`config.mk`:
```
export PLATFORM = sky130hd
export DESIGN_NAME = cam_frame_capture
export DESIGN_NICKNAME = d
export VERILOG_FILES = /design/src/rtl/cfc_pkg.sv /design/src/rtl/cfc_sync.sv /design/src/rtl/cfc_edge_sync.sv /design/src/rtl/cfc_sram_writer.sv /design/src/rtl/cfc_frame_ctrl.sv /design/src/rtl/cam_frame_capture.sv
export SDC_FILE = /design/constraint.sdc
export NUM_CORES = 1
export LEC_CHECK = 0
export ABC_CLOCK_PERIOD_IN_PS = 4390
export BUFFER_PORTS_ARGS = -buffer_cell sky130_fd_sc_hd__buf_2
export CAP_MARGIN = 30
export CORE_ASPECT_RATIO = 2
export CORE_MARGIN = 2
export CORE_UTILIZATION = 40
export CTS_CLUSTER_SIZE = 30
export DETAILED_ROUTE_END_ITERATION = 8
export GPL_TIMING_DRIVEN = 0
export PLACE_DENSITY = 0.6
export SYNTH_ARGS = -nofsm -noshare
export SYNTH_HDL_FRONTEND = slang
export SYNTH_SLANG_ARGS = --single-unit
```
`constraint.sdc`:
```
create_clock -name clk_i -period 4.39 [get_ports clk_i]
set_input_delay 0.2195 -clock clk_i [delete_from_list [all_inputs] [get_ports clk_i]]
set_output_delay 0.2195 -clock clk_i [all_outputs]
set_load 0.005 [all_outputs]
```
`src/rtl/cfc_pkg.sv`:
```
package cfc_pkg;
  typedef enum logic [2:0] {
    CAP_IDLE, CAP_ARM, CAP_WAIT_LINE, CAP_LINE, CAP_END, CAP_DONE
  } cap_state_e;

  typedef enum logic [1:0] {
    WR_IDLE, WR_STROBE, WR_HOLD
  } wr_state_e;
endpackage

```
`src/rtl/cfc_sync.sv`:
```
module cfc_sync #(
  parameter int W = 1
) (
  input  logic         clk_i,
  input  logic         rst_ni,
  input  logic [W-1:0] d_i,
  output logic [W-1:0] q_o
);
  logic [W-1:0] meta_q, sync_q;

  always_ff @(posedge clk_i or negedge rst_ni) begin
    if (!rst_ni) begin
      meta_q <= '0;
      sync_q <= '0;
    end else begin
      meta_q <= d_i;
      sync_q <= meta_q;
    end
  end

  assign q_o = sync_q;
endmodule

```
`src/rtl/cfc_edge_sync.sv`:
```
module cfc_edge_sync #(
  parameter bit RISING = 1'b1
) (
  input  logic clk_i,
  input  logic rst_ni,
  input  logic sig_i,
  output logic edge_o
);
  logic lvl, lvl_d_q;

  cfc_sync #(.W(1)) u_sync (
    .clk_i (clk_i),
    .rst_ni(rst_ni),
    .d_i   (sig_i),
    .q_o   (lvl)
  );

  always_ff @(posedge clk_i or negedge rst_ni) begin
    if (!rst_ni) lvl_d_q <= 1'b0;
    else         lvl_d_q <= lvl;
  end

  generate
    if (RISING) begin : g_rise
      assign edge_o = lvl & ~lvl_d_q;
    end else begin : g_fall
      assign edge_o = ~lvl & lvl_d_q;
    end
  endgenerate
endmodule

```
`src/rtl/cfc_sram_writer.sv`:
```
module cfc_sram_writer
  import cfc_pkg::*;
#(
  parameter int AW = 17,
  parameter int DW = 8
) (
  input  logic          clk_i,
  input  logic          rst_ni,
  input  logic          clr_i,
  input  logic          req_i,
  input  logic [DW-1:0] data_i,
  output logic          busy_o,
  output logic [AW-1:0] addr_o,
  output logic [DW-1:0] data_o,
  output logic          ce_n_o,
  output logic          we_n_o
);
  wr_state_e st_q, st_d;
  logic [AW-1:0] addr_q;
  logic [DW-1:0] dat_q;

  always_comb begin
    st_d = st_q;
    unique case (st_q)
      WR_IDLE:   if (req_i) st_d = WR_STROBE;
      WR_STROBE: st_d = WR_HOLD;
      WR_HOLD:   st_d = WR_IDLE;
      default:   st_d = WR_IDLE;
    endcase
  end

  always_ff @(posedge clk_i or negedge rst_ni) begin
    if (!rst_ni) begin
      st_q   <= WR_IDLE;
      addr_q <= '0;
      dat_q  <= '0;
    end else begin
      st_q <= st_d;
      if (st_q == WR_IDLE && req_i) dat_q <= data_i;
      if (clr_i)                    addr_q <= '0;
      else if (st_q == WR_HOLD)     addr_q <= addr_q + 1'b1;
    end
  end

  // Mealy: select and data appear in the request cycle, strobe follows
  assign ce_n_o = ~((st_q != WR_IDLE) | req_i);
  assign we_n_o = (st_q != WR_STROBE);
  assign data_o = (st_q == WR_IDLE) ? data_i : dat_q;
  assign addr_o = addr_q;
  assign busy_o = (st_q != WR_IDLE);
endmodule

```
`src/rtl/cfc_frame_ctrl.sv`:
```
module cfc_frame_ctrl
  import cfc_pkg::*;
#(
  parameter int LINES = 240
) (
  input  logic clk_i,
  input  logic rst_ni,
  input  logic start_i,
  input  logic vs_fall_i,
  input  logic hr_rise_i,
  input  logic hr_fall_i,
  input  logic wr_busy_i,
  input  logic req_pend_i,
  output logic in_line_o,
  output logic addr_clr_o,
  output logic own_bus_o,
  output logic done_o
);
  localparam int LCW = $clog2(LINES) + 1;
  localparam logic [LCW-1:0] LAST_LINE = LCW'(LINES - 1);

  cap_state_e st_q, st_d;
  logic [LCW-1:0] lines_q;

  always_comb begin
    st_d = st_q;
    unique case (st_q)
      CAP_IDLE:      if (start_i) st_d = CAP_ARM;
      CAP_ARM:       if (vs_fall_i) st_d = CAP_WAIT_LINE;
      CAP_WAIT_LINE: begin
        if (vs_fall_i)      st_d = CAP_END;
        else if (hr_rise_i) st_d = CAP_LINE;
      end
      CAP_LINE: begin
        if (vs_fall_i)      st_d = CAP_END;
        else if (hr_fall_i) st_d = (lines_q == LAST_LINE) ? CAP_END : CAP_WAIT_LINE;
      end
      CAP_END:       if (!wr_busy_i && !req_pend_i) st_d = CAP_DONE;
      CAP_DONE:      if (start_i) st_d = CAP_ARM;
      default:       st_d = CAP_IDLE;
    endcase
  end

  always_ff @(posedge clk_i or negedge rst_ni) begin
    if (!rst_ni) begin
      st_q    <= CAP_IDLE;
      lines_q <= '0;
    end else begin
      st_q <= st_d;
      if (st_q == CAP_ARM && vs_fall_i)       lines_q <= '0;
      else if (st_q == CAP_LINE && hr_fall_i) lines_q <= lines_q + 1'b1;
    end
  end

  assign in_line_o  = (st_q == CAP_LINE);
  assign addr_clr_o = (st_q == CAP_ARM) && vs_fall_i;
  assign own_bus_o  = (st_q != CAP_IDLE) && (st_q != CAP_DONE);
  assign done_o     = (st_q == CAP_DONE);
endmodule

```
`src/rtl/cam_frame_capture.sv`:
```
module cam_frame_capture #(
  parameter int AW    = 17,
  parameter int DW    = 8,
  parameter int LINES = 240
) (
  input  logic          clk_i,
  input  logic          rst_ni,
  input  logic          start_i,
  input  logic          cam_pclk_i,
  input  logic          cam_vsync_i,
  input  logic          cam_href_i,
  input  logic [DW-1:0] cam_data_i,
  output logic          done_o,
  output logic          bus_oe_o,
  output logic [AW-1:0] sram_addr_o,
  output logic [DW-1:0] sram_data_o,
  output logic          sram_ce_n_o,
  output logic          sram_we_n_o,
  output logic          sram_oe_n_o
);
  logic pclk_rise, vs_fall, hr_rise, hr_fall;
  logic [DW-1:0] data_s, pix_q;
  logic req_q, in_line, addr_clr, own_bus, wr_busy;
  logic [AW-1:0] wr_addr;
  logic [DW-1:0] wr_data;
  logic wr_ce_n, wr_we_n;

  cfc_edge_sync #(.RISING(1'b1)) u_pclk_e (
    .clk_i(clk_i), .rst_ni(rst_ni), .sig_i(cam_pclk_i), .edge_o(pclk_rise));
  cfc_edge_sync #(.RISING(1'b0)) u_vs_e (
    .clk_i(clk_i), .rst_ni(rst_ni), .sig_i(cam_vsync_i), .edge_o(vs_fall));
  cfc_edge_sync #(.RISING(1'b1)) u_hr_r (
    .clk_i(clk_i), .rst_ni(rst_ni), .sig_i(cam_href_i), .edge_o(hr_rise));
  cfc_edge_sync #(.RISING(1'b0)) u_hr_f (
    .clk_i(clk_i), .rst_ni(rst_ni), .sig_i(cam_href_i), .edge_o(hr_fall));

  // Same two-flop latency as the pixel clock path keeps data aligned
  cfc_sync #(.W(DW)) u_data_s (
    .clk_i(clk_i), .rst_ni(rst_ni), .d_i(cam_data_i), .q_o(data_s));

  always_ff @(posedge clk_i or negedge rst_ni) begin
    if (!rst_ni) begin
      pix_q <= '0;
      req_q <= 1'b0;
    end else begin
      req_q <= pclk_rise && in_line;
      if (pclk_rise && in_line) pix_q <= data_s;
    end
  end

  cfc_frame_ctrl #(.LINES(LINES)) u_ctrl (
    .clk_i     (clk_i),
    .rst_ni    (rst_ni),
    .start_i   (start_i),
    .vs_fall_i (vs_fall),
    .hr_rise_i (hr_rise),
    .hr_fall_i (hr_fall),
    .wr_busy_i (wr_busy),
    .req_pend_i(req_q),
    .in_line_o (in_line),
    .addr_clr_o(addr_clr),
    .own_bus_o (own_bus),
    .done_o    (done_o)
  );

  cfc_sram_writer #(.AW(AW), .DW(DW)) u_wr (
    .clk_i (clk_i),
    .rst_ni(rst_ni),
    .clr_i (addr_clr),
    .req_i (req_q),
    .data_i(pix_q),
    .busy_o(wr_busy),
    .addr_o(wr_addr),
    .data_o(wr_data),
    .ce_n_o(wr_ce_n),
    .we_n_o(wr_we_n)
  );

  assign bus_oe_o    = own_bus;
  assign sram_addr_o = own_bus ? wr_addr : '0;
  assign sram_data_o = own_bus ? wr_data : '0;
  assign sram_ce_n_o = wr_ce_n | ~own_bus;
  assign sram_we_n_o = wr_we_n | ~own_bus;
  assign sram_oe_n_o = 1'b1;
endmodule

```
## Yosys cells after proc, flatten, opt, wreduce, memory -nomap -nowiden

Index checks and enable logic that the tools add are counted.
W data, S select, Z words.

| storage, ports and cells | value |
|---|---|
| output and inout port bits | 30 |
| flip-flop bits (word level) | 73 |

| operators by class | value |
|---|---|
| multiplexer cells | 18 |
| reductions and logical operators | 16 |
| eq/ne operators | 16 |
| bitwise gates (word level) | 13 |
| add/subtract/negate cells | 2 |

Operators with widths:

| operator | number |
|---|---|
| $mux W17 | 3 |
| $mux W3 | 8 |
| $mux W9 | 2 |
| $add A17 B1 Y17 const B | 1 |
| $mux W8 | 2 |
| $pmux W3 S5 | 1 |
| $add A9 B1 Y9 const B | 1 |
| $eq A9 B8 Y1 const B | 1 |
| $ne A2 B1 Y1 const B | 4 |
| $eq A3 B2 Y1 const B | 2 |
| $eq A3 B3 Y1 const B | 2 |
| $logic_and A1 B1 Y1 | 6 |
| $not A1 Y1 | 6 |
| $reduce_bool A2 Y1 | 3 |
| $reduce_and A5 Y1 | 1 |
| $and A1 B1 Y1 | 4 |
| $pmux W2 S2 | 1 |
| $eq A3 B1 Y1 const B | 1 |
| $logic_not A3 Y1 | 1 |
| $ne A3 B1 Y1 const B | 1 |
| $ne A3 B2 Y1 const B | 1 |
| $ne A3 B3 Y1 const B | 1 |
| $or A1 B1 Y1 | 3 |
| $reduce_bool A3 Y1 | 1 |
| 7 further kinds | 8 |

## Depth between registers and ports, before layout

| logic depth | value |
|---|---|
| depth in word-level cells | 5 |
| gate-level depth with buffers | 8 |

## By module

A second synthesis with hierarchy kept.

| unflattened totals | value |
|---|---|
| cells, all modules | 283 |
| area, all modules | 3458.3 um^2 |

Modules (own cells, without submodules):

| module | cells an instance | times used | area an instance (um^2) | seq. area each (um^2) |
|---|---|---|---|---|
| cfc_sram_writer | 120 | 1 | 1385.1 | 675.6 |
| cfc_frame_ctrl | 81 | 1 | 767.0 | 300.3 |
| cam_frame_capture | 50 | 1 | 550.5 | 225.2 |
| cfc_sync (u_data_s) | 16 | 1 | 400.4 | 400.4 |
| cfc_sync (u_hr_f.u_sync ...) | 2 | 4 | 50.0 | 50.0 |
| cfc_edge_sync | 2 | 4 | 38.8 | 25.0 |

## Worst setup path after synthesis

OpenSTA, ideal clock, no wires.

| timing | value |
|---|---|
| path type | reg2reg |
| from | register u_wr.st_q[0] |
| to | register u_ctrl.st_q[0] |
| data arrival time | 1.727 ns |
| data required time | 4.296 ns |
| setup time | 0.094 ns |
| path slack | 2.570 ns |
| buffers on the path | 1 |
| stages on the path, launching flop included | 7 |
| period minus slack after synthesis | 1.820 ns |
| cell sequence | dfrtp_1 > or2_1 > buf_6 > o211a_1 > a311o_1 > or2_0 > a211oi_1 |

| between the ends | value |
|---|---|
| longest elaborated chain between the ends | 5 |

Ends and longest elaborated chain:

| element | RTL line | text |
|---|---|---|
| start: declaration | cfc_sram_writer.sv:18 | `wr_state_e st_q, st_d;` |
| start signal: assignment | cfc_sram_writer.sv:38 | `st_q <= st_d;` |
| $reduce_bool A2 Y1 | cfc_sram_writer.sv:50 | `assign busy_o = (st_q != WR_IDLE);` |
| $logic_not A1 Y1 | cfc_frame_ctrl.sv:38 | `CAP_END: if (!wr_busy_i && !req_pend_i) st_d = CAP_DONE;` |
| $logic_and A1 B1 Y1 | cfc_frame_ctrl.sv:38 |  |
| $ne A2 B1 Y1 (no source line) | -- |  |
| $reduce_and A5 Y1 (no source line) | -- |  |
| end signal: assignment | cfc_frame_ctrl.sv:49 | `st_q <= st_d;` |
| end: declaration | cfc_frame_ctrl.sv:22 | `cap_state_e st_q, st_d;` |

No other way between the ends.
A chain may end at the register's enable or synchronous reset.

## Worst setup path after layout

| timing | value |
|---|---|
| from | register u_ctrl.st_q[2] |
| to | output port sram_addr_o[1] |

| between the ends | value |
|---|---|
| longest elaborated chain between the ends | 3 |
| elaborated cells between the ends (all ways) | 4 |
| classes of those cells | eq/ne: 1; mux: 1; reduce/logical: 2 |

Ends and longest elaborated chain:

| element | RTL line | text |
|---|---|---|
| $ne A3 B3 Y1 or $reduce_bool A3 Y1 (tied branches) | cfc_frame_ctrl.sv:57 | `assign own_bus_o = (st_q != CAP_IDLE) && (st_q != CAP_DONE);` |
| $logic_and A1 B1 Y1 * | cfc_frame_ctrl.sv:57 |  |
| $mux W17 * | cam_frame_capture.sv:80 | `assign sram_addr_o = own_bus ? wr_addr : '0;` |
| end: declaration | cam_frame_capture.sv:15 | `output logic [AW-1:0] sram_addr_o,` |

Every way passes the cells marked *; elsewhere a longest branch is shown, timed or not.

==> impl_metrics.tcl <==
set metrics [dict create \
    syn_area_sq_um 3070 \
    crit_type "reg2out" \
    ys_ff_latch 73 \
    clk_latency_ns 0.33 \
    p_leak_nw 1.88 \
    grtUsageMet2_pct 27.1 \
    via_per_inst 4.91 \
    path_max_fanout 10 \
    die-area_sq_um 8450 \
    hpwl_microns 4020 \
    postLayoutCoreUtil_pct 50.6 \
    overflow 0 \
    synth_nets 288 \
    clk_pin_slew_ns 0.06 \
    synth_area_per_cell_sq_um 11.3 \
    num_io_pins 44 \
    maxSlewHeadroom_pct 39.9 \
    ys.flop_type "dfrtp_1" \
    portBuffers 42 \
    cts.path.max_buffers 2 \
    h-tree-depth 3 \
    ys_async_sr_fraction_pct 100 \
    synth_warnings 0 \
    fin_nets 352 \
    post-route-min-period_ns 2.44 \
    die-height_microns 128 \
    grt_max_degree 74 \
    grt.busiest_layer "met2" \
    nFillCells 722 \
    ys_seq_area_share_pct 59.4 \
    dr_total_vias 2135 \
    arrival_ns 2.22 \
    end_kind "output pin" \
    grt_setup_unrepaired "false" \
    synth_edf_count 0 \
    cts-buffers-inserted 9 \
    clock.fmax_ghz 0.410 \
    hold_path.class "in2async" \
    rows 45 \
    initial_core_util_pct 40.7 \
    grt_pass1_wl_microns 9600 \
    fin_crit_sh_pct 55.6 \
    grt_util_met3_pct 3.34 \
    power.density_nw_per_um2 549 \
    drtIter0Drc 63 \
    dr.pass1.iters 4 \
    finClkSkew_ns 0.00795 \
    post-cts-setup-buffer-count 0 \
    root_buffer "clkbuf_16" \
    cts.repair.resized 0 \
    worstMarginPinSlew_ns 0.901 \
    syn2layout_area_growth_pct 24.3 \
    cp-start-kind "flip-flop" \
    finalSetupViolations 0 \
    antennaDiodeCount 0 \
    drt_drc_violations_left 0 \
    drive_gt1_share_pct 23.2 \
    tritoncts "built" \
    core-area_sq_um 7540 \
    die_w_microns 66.0 \
    cts_num_sinks 73 \
    drv_slew 0 \
    yosys.cell_types.count 35 \
    antenna_found_initial 0 \
    cp.required_ns 4.17 \
    max-vdd-ir-drop_uv 389 \
    grt_pass1_vias 2108 \
    multi_input_area_sq_um 1170 \
    setup-tns-final_ns 0 \
    ctsHoldBuffers 11 \
    ant_nets 0 \
    seq_area_sq_um 1830 \
    status "finished, final reports clean" \
    r2r_slack_ns 2.21 \
    gr-usage-met1_pct 16.3 \
    place.gp.congestion 0.804 \
    grt_use_total_pct 15.4 \
    post_drt_wl_per_cell_microns 13.3 \
    p_total_w 0.00210 \
    wl_microns 5810 \
    syn_inst 272 \
    hold_viol_final 0 \
    max_cap_violations 0 \
]
## worst paths after layout
check / start / endpoint / cells after the start
min: rst_ni / u_data_s.meta_q[4] / 1
min in group clk_i: start_i / u_ctrl.st_q[2] / 4
max: u_ctrl.st_q[2] / sram_addr_o[1] / 8
max in group asynchronous: rst_ni / u_hr_f.lvl_d_q / 1
max reg2reg: u_vs_e.u_sync.q_o / u_ctrl.lines_q[4] / 4
min reg2reg: u_data_s.meta_q[4] / u_data_s.q_o[4] / 0
## flip-flops by register name (all words and copies together) (netlist names)
| signal | count |
|---|---|
| u_ctrl.st_q | 3 |
| u_hr_f.lvl_d_q | 1 |
| u_hr_f.u_sync.q_o | 1 |
| u_hr_f.u_sync.meta_q | 1 |
| u_ctrl.lines_q | 9 |
| u_wr.addr_o | 17 |
| u_wr.dat_q | 8 |
| u_wr.st_q | 2 |
| u_vs_e.u_sync.q_o | 1 |
| u_pclk_e.lvl_d_q | 1 |
| req_q | 1 |
| u_data_s.meta_q | 8 |
| u_vs_e.lvl_d_q | 1 |
| pix_q | 8 |
| u_vs_e.u_sync.meta_q | 1 |
| u_pclk_e.u_sync.meta_q | 1 |
| u_data_s.q_o | 8 |
| u_pclk_e.u_sync.q_o | 1 |
## layer usage
metal	part of all wire (%)	up-vias
li1	-	1034
met1	41	1048
met2	54	42
met3	3.4	11
met4	2.2	0
met5	0	-
## critical path, cell delays in order (launching register included)
cell	delay [ns]
dfrtp_1	0.35
buf_2	0.18
xnor2_1	0.14
and2_1	0.13
clkbuf_1	0.36
inv_1	0.14
clkbuf_1	0.25
and2_1	0.22
buf_2	0.12
## cells in the mapped netlist (all sizes together), types with 3 or more instances
library cell	number	area [sq um]
xor2	15	131
nor2	30	113
nor2b	5	31.3
xnor2	9	78.8
mux2	16	180
clkbuf	7	26.3
and4	4	35.0
nand2	24	90.1
nand3	9	45.0
and2	22	138
dfrtp	73	1830
nor3	3	15.0
nand2b	3	18.8
o21ai	5	25.0
buf	4	28.8
inv	5	18.8
nand4	4	25.0
a21oi	11	55.1
and3	5	31.3
## area by class of cell
class / count / share of cell area, %
Buffer: 11 / 1.44
Clock buffer: 10 / 6.25
Clock inverter: 6 / 1.77
Inverter: 5 / 0.491
Multi-Input combinational cell: 183 / 30.7
Sequential cell: 73 / 47.8
Tap cell: 94 / 3.08
Timing Repair Buffer: 53 / 8.45
## cells by family (layout without fill, tap and decap cells)
logic type,Yosys count,count (layout),synth area share (%)
compound gates,21,21,3.99
xor+xnor,24,24,6.84
fa+ha+maj,2,2,0.814
buf+inv,16,85,2.40
flops,73,73,59.4
mux,17,17,6.19
other cells,1,1,0.122
simple gates,118,118,20.2
## per-stage QoR
| stage | area [sq um] | instances | hold WS (ns) | worst slack, ns |
|---|---|---|---|---|
| floorplan | 3070 | 272 | -0.0761 | 2.57 |
| global placement | 3400 | 408 | 0.327 | 2.15 |
| detailed placement | 3400 | 408 | 0.329 | 2.14 |
| CTS | 3820 | 435 | 0.0499 | 1.89 |
| global route | 3820 | 435 | 0.106 | 1.74 |
| finish | 3820 | 435 | 0.0207 | 1.95 |
## where the power goes
part / internal, W / switching (W) / total, W
logic: 0.000223 / 0.000272 / 0.000495
registers: 0.000789 / 0.0000846 / 0.000874
clock network: 0.000455 / 0.000273 / 0.000728
## cells in the final DEF, fill, tap and decap left out, types with 3 or more instances in the layout
cell	n
o21ai_0	5
nor3_1	3
nor2b_1	5
mux2_2	16
and4_1	4
and2_1	22
buf_2	43
nand2b_1	3
dfrtp_1	73
nand2_1	24
clkbuf_1	7
clkbuf_16	9
a21oi_1	11
xnor2_1	9
nand3_1	9
dlygate4sd3_1	11
nand4_1	4
xor2_1	15
inv_1	5
and3_1	5
nor2_1	30
Note: power is estimated with default switching activity, not from simulation.
